**config.mk**
```make
export PLATFORM = sky130hd
export DESIGN_NAME = gain_cfg_port
export DESIGN_NICKNAME = d
export VERILOG_FILES = /design/src/rtl/gcp_pkg.sv /design/src/rtl/gcp_sync.sv /design/src/rtl/gcp_front.sv /design/src/rtl/gcp_shifter.sv /design/src/rtl/gcp_hold.sv /design/src/rtl/gain_cfg_port.sv
export SDC_FILE = /design/constraint.sdc
export NUM_CORES = 1
export LEC_CHECK = 0
export BUFFER_PORTS_ARGS = -buffer_cell sky130_fd_sc_hd__buf_2
export CAP_MARGIN = 10
export CORE_MARGIN = 8
export CORE_UTILIZATION = 30
export CTS_CLUSTER_DIAMETER = 40
export CTS_CLUSTER_SIZE = 10
export DETAILED_ROUTE_END_ITERATION = 12
export SLEW_MARGIN = 20
export SYNTH_ARGS = -nofsm -noshare
export SYNTH_HDL_FRONTEND = slang
export SYNTH_HIERARCHICAL = 1
export SYNTH_SLANG_ARGS = --single-unit
export TNS_END_PERCENT = 5
```
**constraint.sdc**
```tcl
create_clock -name clk -period 2.7 [get_ports clk]
set_input_delay 0.675 -clock clk [delete_from_list [all_inputs] [get_ports clk]]
set_output_delay 0.675 -clock clk [all_outputs]
set_load 0.01 [all_outputs]
```
**src/rtl/gcp_pkg.sv**
```systemverilog
package gcp_pkg;
  localparam int WORD_W     = 16;
  localparam int GAIN_W     = 5;
  localparam int GPO_W      = 4;
  localparam int GAIN_LSB   = 8;
  localparam int GPO_LSB    = 0;
  localparam int GAINMD_POS = 4;
  localparam int GPOMD_POS  = 5;
  localparam int SYNC_DEPTH = 2;

  typedef struct packed {
    logic [GAIN_W-1:0] gain;
    logic              gain_mode;
    logic              gpo_mode;
    logic [GPO_W-1:0]  gpo;
  } cfg_t;

  function automatic cfg_t split_word(input logic [WORD_W-1:0] w);
    cfg_t c;
    c.gain      = w[GAIN_LSB +: GAIN_W];
    c.gain_mode = w[GAINMD_POS];
    c.gpo_mode  = w[GPOMD_POS];
    c.gpo       = w[GPO_LSB +: GPO_W];
    return c;
  endfunction
endpackage

```
**src/rtl/gcp_sync.sv**
```systemverilog
module gcp_sync #(
  parameter int          WIDTH   = 3,
  parameter int          STAGES  = 2,
  parameter logic [WIDTH-1:0] RST_VAL = '0
) (
  input  logic             clk,
  input  logic             rst_n,
  input  logic [WIDTH-1:0] d_i,
  output logic [WIDTH-1:0] q_o
);
  logic [WIDTH-1:0] stage_q [STAGES];

  for (genvar s = 0; s < STAGES; s++) begin : g_stage
    logic [WIDTH-1:0] stage_d;
    if (s == 0) begin : g_first
      assign stage_d = d_i;
    end else begin : g_next
      assign stage_d = stage_q[s-1];
    end
    always_ff @(posedge clk or negedge rst_n) begin
      if (!rst_n) stage_q[s] <= RST_VAL;
      else        stage_q[s] <= stage_d;
    end
  end

  assign q_o = stage_q[STAGES-1];
endmodule

```
**src/rtl/gcp_front.sv**
```systemverilog
module gcp_front #(
  parameter int STAGES = gcp_pkg::SYNC_DEPTH
) (
  input  logic clk,
  input  logic rst_n,
  input  logic sclk_i,
  input  logic cs_n_i,
  input  logic din_i,
  output logic sclk_rise_o,
  output logic sclk_fall_o,
  output logic cs_fall_o,
  output logic cs_rise_o,
  output logic cs_act_o,
  output logic din_o
);
  localparam int NSIG = 3;
  localparam int IDX_SCLK = 0;
  localparam int IDX_CS   = 1;
  localparam int IDX_DIN  = 2;
  localparam logic [NSIG-1:0] IDLE = NSIG'(1) << IDX_CS;

  logic [NSIG-1:0] raw, synced;
  logic sclk_q, sclk_d, cs_q, cs_d;

  assign raw[IDX_SCLK] = sclk_i;
  assign raw[IDX_CS]   = cs_n_i;
  assign raw[IDX_DIN]  = din_i;

  gcp_sync #(.WIDTH(NSIG), .STAGES(STAGES), .RST_VAL(IDLE)) u_sync (
    .clk(clk), .rst_n(rst_n), .d_i(raw), .q_o(synced)
  );

  always_comb begin
    sclk_d = synced[IDX_SCLK];
    cs_d   = synced[IDX_CS];
  end

  always_ff @(posedge clk or negedge rst_n) begin
    if (!rst_n) begin
      sclk_q <= 1'b0;
      cs_q   <= 1'b1;
    end else begin
      sclk_q <= sclk_d;
      cs_q   <= cs_d;
    end
  end

  assign sclk_rise_o = synced[IDX_SCLK] & ~sclk_q;
  assign sclk_fall_o = ~synced[IDX_SCLK] & sclk_q;
  assign cs_fall_o   = ~synced[IDX_CS] & cs_q;
  assign cs_rise_o   = synced[IDX_CS] & ~cs_q;
  assign cs_act_o    = ~synced[IDX_CS];
  assign din_o       = synced[IDX_DIN];
endmodule

```
**src/rtl/gcp_shifter.sv**
```systemverilog
module gcp_shifter #(
  parameter int WORD_W = gcp_pkg::WORD_W
) (
  input  logic              clk,
  input  logic              rst_n,
  input  logic              cs_act_i,
  input  logic              cs_fall_i,
  input  logic              shift_i,
  input  logic              drive_i,
  input  logic              din_i,
  output logic [WORD_W-1:0] sr_o,
  output logic              dout_o,
  output logic              oe_o
);
  localparam int MSB = WORD_W - 1;

  logic [WORD_W-1:0] sr_q, sr_d;
  logic dout_q, dout_d, oe_q, oe_d;

  always_comb begin
    sr_d   = sr_q;
    dout_d = dout_q;
    oe_d   = cs_act_i;
    if (cs_act_i && shift_i) sr_d = {sr_q[MSB-1:0], din_i};
    if (cs_fall_i)                dout_d = sr_q[MSB];
    else if (cs_act_i && drive_i) dout_d = sr_q[MSB];
  end

  always_ff @(posedge clk or negedge rst_n) begin
    if (!rst_n) begin
      sr_q   <= '0;
      dout_q <= 1'b0;
      oe_q   <= 1'b0;
    end else begin
      sr_q   <= sr_d;
      dout_q <= dout_d;
      oe_q   <= oe_d;
    end
  end

  assign sr_o   = sr_q;
  assign dout_o = dout_q;
  assign oe_o   = oe_q;
endmodule

```
**src/rtl/gcp_hold.sv**
```systemverilog
module gcp_hold #(
  parameter int WORD_W = gcp_pkg::WORD_W
) (
  input  logic              clk,
  input  logic              rst_n,
  input  logic              load_i,
  input  logic [WORD_W-1:0] word_i,
  output gcp_pkg::cfg_t     cfg_o
);
  gcp_pkg::cfg_t cfg_q, cfg_d;

  always_comb begin
    cfg_d = cfg_q;
    if (load_i) cfg_d = gcp_pkg::split_word(word_i);
  end

  always_ff @(posedge clk or negedge rst_n) begin
    if (!rst_n) cfg_q <= '0;
    else        cfg_q <= cfg_d;
  end

  assign cfg_o = cfg_q;
endmodule

```
**src/rtl/gain_cfg_port.sv**
```systemverilog
module gain_cfg_port #(
  parameter int WORD_W = gcp_pkg::WORD_W,
  parameter int GAIN_W = gcp_pkg::GAIN_W,
  parameter int GPO_W  = gcp_pkg::GPO_W
) (
  input  logic              clk,
  input  logic              rst_n,
  input  logic              sclk_i,
  input  logic              cs_n_i,
  input  logic              din_i,
  output logic              dout_o,
  output logic              dout_oe_o,
  output logic [GAIN_W-1:0] gain_o,
  output logic              gain_mode_o,
  output logic              gpo_mode_o,
  output logic [GPO_W-1:0]  gpo_o
);
  localparam int RST_STAGES = 2;

  logic [RST_STAGES-1:0] rst_pipe;
  logic rst_core_n;
  logic sclk_rise_w, sclk_fall_w, cs_fall_w, cs_rise_w, cs_act_w, din_w;
  logic [WORD_W-1:0] sr_w;
  gcp_pkg::cfg_t cfg_w;

  always_ff @(posedge clk or negedge rst_n) begin
    if (!rst_n) rst_pipe <= '0;
    else        rst_pipe <= {rst_pipe[RST_STAGES-2:0], 1'b1};
  end
  assign rst_core_n = rst_pipe[RST_STAGES-1];

  gcp_front u_front (
    .clk(clk), .rst_n(rst_core_n),
    .sclk_i(sclk_i), .cs_n_i(cs_n_i), .din_i(din_i),
    .sclk_rise_o(sclk_rise_w), .sclk_fall_o(sclk_fall_w),
    .cs_fall_o(cs_fall_w), .cs_rise_o(cs_rise_w),
    .cs_act_o(cs_act_w), .din_o(din_w)
  );

  gcp_shifter #(.WORD_W(WORD_W)) u_shift (
    .clk(clk), .rst_n(rst_core_n),
    .cs_act_i(cs_act_w), .cs_fall_i(cs_fall_w),
    .shift_i(sclk_rise_w), .drive_i(sclk_fall_w), .din_i(din_w),
    .sr_o(sr_w), .dout_o(dout_o), .oe_o(dout_oe_o)
  );

  gcp_hold #(.WORD_W(WORD_W)) u_hold (
    .clk(clk), .rst_n(rst_core_n),
    .load_i(cs_rise_w), .word_i(sr_w), .cfg_o(cfg_w)
  );

  assign gain_o      = cfg_w.gain;
  assign gain_mode_o = cfg_w.gain_mode;
  assign gpo_mode_o  = cfg_w.gpo_mode;
  assign gpo_o       = cfg_w.gpo;
endmodule

```
Word-level counts from Yosys, hierarchy flattened
Index checks and enable logic that the tools add are counted.
Operators by class
  reductions and logical operators: 3
  multiplexer cells: 2
  bitwise operators: 8
Operators with widths (number)
  1-bit bitwise AND: 4
  1-bit inverter: 4
  1-bit logical AND: 2
  1-bit 2-to-1 mux: 2
  2-bit nonzero test: 1
Storage, ports and cells
  bits in registers: 39
  input bits: 5
  word-level logic and storage cells: 25
  output and inout port bits: 13

Longest topological paths before layout
  depth after elaboration: 5
  mapped depth: 4
  mapped depth without buffers: 3

Cells and area by module
Netlist, hierarchy kept.
Modules (own cells, without submodules)
  gcp_shifter: area an instance 723.2 sq um, sequential area each 450.4 sq um, cells each 39, times used 1
  gcp_hold: area an instance 447.9 sq um, sequential area each 275.3 sq um, cells each 23, times used 1
  gcp_sync: area an instance 152.6 sq um, sequential area each 152.6 sq um, cells each 6, times used 1
  gcp_front: area an instance 85.1 sq um, sequential area each 51.3 sq um, cells each 7, times used 1
  gain_cfg_port: area an instance 53.8 sq um, sequential area each 50.0 sq um, cells each 3, times used 1

Least setup slack after synthesis
Ideal clock, no wire load.
  path kind: register to register
  start point: register u_front.u_sync.stage_q (netlist bit u_front/u_sync/q_o[1])
  end point: register u_hold.cfg_q (netlist bit u_hold/cfg_o[0])
  buffers on the path: 1
  stages on the path, launching flop included: 4
  data arrival time: 1.201 ns
  data required time: 2.575 ns
  setup time: 0.125 ns
  slack: 1.374 ns
  clock period less this slack: 1.326 ns
  path through: dfstp_2 -> nor2b_1 -> buf_6 -> mux2_4
Between the ends
  cells in the longest elaborated chain, start to end: 1
RTL lines
  start, declared: line gcp_sync.sv:11  | logic [WIDTH-1:0] stage_q [STAGES];
  start signal, assigned by index: line gcp_sync.sv:22  | else stage_q[s] <= stage_d;
  1-bit bitwise AND: line gcp_front.sv:51  | assign cs_rise_o = synced[IDX_CS] & ~cs_q;
  via cs_rise_w: line gain_cfg_port.sv:22  | logic sclk_rise_w, sclk_fall_w, cs_fall_w, cs_rise_w, cs_act_w, din_w;
  end signal, assigned: line gcp_hold.sv:19  | else cfg_q <= cfg_d;
  end, declared: line gcp_hold.sv:10  | gcp_pkg::cfg_t cfg_q, cfg_d;
The timed path passes the listed nets, and every way through them passes these cells.
A chain may end at the register's enable or synchronous reset.

Worst setup path in the final report
  start point: register u_hold.cfg_q (netlist bit u_hold/cfg_o[2])
  end point: output gpo_o[2]
RTL lines
  end, declared: line gain_cfg_port.sv:16  | output logic [GPO_W-1:0] gpo_o
No word-level cell between the ends.

==> summary.md <==
| Metric | Value |
|---|---|
| Crit path required time | 2.03 ns |
| Area Growth Syn to Fin | 15.0% |
| Hold WC Path Type | input port to asynchronous set/reset pin |
| Total Wirelength | 2140 um |
| Number of global-route vias before repair | 695 |
| Filler Cells Inserted | 455 |
| GRT busiest layer | met2 |
| Die Area | 7340 um2 |
| Pin count of the biggest net entering global routing | 24 |
| Clk_lat worst skew | 0.28 ns |
| Fin area | 1670 um2 |
| Setup violators final | 0 |
| Crit path launch type | flip-flop |
| Drt wl/cell | 13.7 um |
| # Max-Cap Violations | 0 |
| DP Area | 1590 um2 |
| Comb pwr share | 18.4% |
| Post-CTS Setup Bufs | 0 |
| # IOs | 18 |
| Worst path bufs/invs | 1 |
| Final Skew | 0.00521 ns |
| Rows | 25 |
| Power per cell area | 830 nW/um2 |
| WS Path Type | flip-flop to primary output |
| Total GRT Usage | 6.79% |
| Clk pwr share | 26.0% |
| Core box area | 4690 um2 |
| Final Hold Slack | 0.171 ns |
| Grt total ovfl | 0 |
| Overall power | 1.39 mW |
| Aggregate negative setup slack | 0 ns |
| Initial DRT Pass Iterations | 3 |
| Leakage | 0.863 nW |
| Grt met2 use | 8.89% |
| Period utilization | 55.3% |
| Tightest Pin Transition | 0.571 ns |
| Final max-slew violation count | 0 |
| Initial antenna violation count | 0 |
| Sw Share | 24.5% |
| Syn Std Cell Area | 1460 um2 |
| GR Layer Usage met3 | 3.25% |
| Routed vias/inst | 4.15 |
| CTS buffer count | 5 |
| Crit-path max cell delay | 0.39 ns |
| CTS max path bufs | 2 |
| Hold Violations, Final | 0 |
| Final antenna-violating net count | 0 |
| Minimum clock period | 1.49 ns |
| Sequential power share | 55.6% |
| GP Congestion | 0.709 |
| Cell Chain, Critical Path | buf_2 |
| Drt drc | 0 |
| PortBufs | 17 |
| Worst Path Max Fanout | 2 |
| Reg2reg setup slack | 1.31 ns |
| VDD IR max | 0.466 mV |
| Crit path max-delay cell type | dfrtp_1 |
| Max H-tree Level | 2 |
| Crit path arrival time | 0.82 ns |
| Unrepaired setup endpoints after global routing | false |
| Synth Warn # | 6 |
| Post-CTS Hold Fix Bufs | 0 |
| Mapped Cells | 77 |
| Root Driver | clkbuf_8 |
| CP Launch Point | u_hold/cfg_o[2] |
| Switching pwr | 0.340 mW |
| Final nets | 106 |
| Worst setup EP type | primary output |
| Number of diodes | 0 |
| CTS tree | built |
| CTS clk-pin slew, worst paths | 0.07 ns |
| Max-Slew Margin vs Limit | 61.9% |
| # clock sinks | 39 |
| FF-to-FF Start | u_front/u_sync/q_o[1] |
| Die Wd | 85.6 um |
| Die Height | 85.6 um |
| Initial Utilization | 31.0% |
| Layout cell share with drive strength beyond 1 | 57.8% |
| Post-synthesis average cell area | 18.9 um2 |
| Total vias in the final route | 648 |
| Internal | 1.05 mW |
| RR Endpoint | u_hold/cfg_o[1] |
| Post-CTS resize count | 0 |
| Dpl hpwl | 1470 um |
| Iter 0 DRT Violations | 45 |
| First-pass GRT wire length | 3710 um |
| Met1 usage | 8.82% |
| Mapped Nets | 82 |
| CP delay by family, top | flip-flops |
| R2R cell count | 3 |
| Fmax | 670 MHz |
| Status | complete, no violations |
-- cells in the final DEF (no fill, tap or decap) --
| master | instances |
|---|---|
| dfrtp_1 | 36 |
| mux2_4 | 20 |
| buf_2 | 17 |
| mux2_2 | 8 |
| clkbuf_8 | 5 |
| dfstp_2 | 3 |
| clkbuf_1 | 2 |
| buf_4 | 2 |
| and2b_2 | 2 |
| nor2b_1 | 2 |
| clkinv_2 | 1 |
| conb_1 | 1 |
| inv_1 | 1 |
| nand2_4 | 1 |
| a21oi_1 | 1 |
-- state kept, by name, summed over array words and instances, names as in the netlist --
name	flops
u_shift/oe_o	1
u_front/cs_q	1
u_front/u_sync/g_stage.stage_d	3
u_hold/cfg_o	11
u_front/sclk_q	1
u_front/u_sync/q_o	3
rst_pipe	2
u_shift/dout_o	1
u_shift/sr_o	16
-- metrics by stage --
stage,std cells,worst slack (ns),utilization (%)
floorplan,77,1.37,-
global placement,148,1.33,33.9
detailed placement,148,1.32,33.9
CTS,156,1.18,35.7
global route,156,1.16,35.7
finish,156,1.21,35.7
-- worst max-delay path by stage --
stage,endpoint,depth (start not counted)
finish,gpo_o[2],1
global route,gpo_o[2],1
CTS,gpo_o[2],1
detailed placement,u_hold/cfg_o[1],3
global placement,u_hold/cfg_o[1],3
floorplan,u_hold/cfg_o[0],3
-- routing by layer --
metal	up-vias	wire, um
met5	-	0
met4	0	26
met3	2	68
met2	12	974
met1	328	1070
li1	306	-
-- cell type report --
class / count / area (um2) / share of cell area (%)
sequential: 39 / 980 / 58.6
multi-input combinational: 35 / 440 / 26.3
timing repair buffer: 19 / 100 / 5.98
clock buffer: 7 / 76.3 / 4.56
tap: 54 / 67.6 / 4.04
clock inverter: 1 / 5.00 / 0.299
inverter: 1 / 3.75 / 0.224
-- power by group through the flow --
| stage | Combinational [mW] | Sequential, mW | Clock, mW |
|---|---|---|---|
| after floorplan | 0.165 | 0.791 | 0 |
| after global placement | 0.258 | 0.779 | 0 |
| after detailed placement | 0.260 | 0.783 | 0 |
| after CTS | 0.261 | 0.774 | 0.380 |
| after global routing | 0.279 | 0.787 | 0.408 |
| final | 0.256 | 0.772 | 0.360 |
Note: power is estimated with default switching activity, not from simulation.
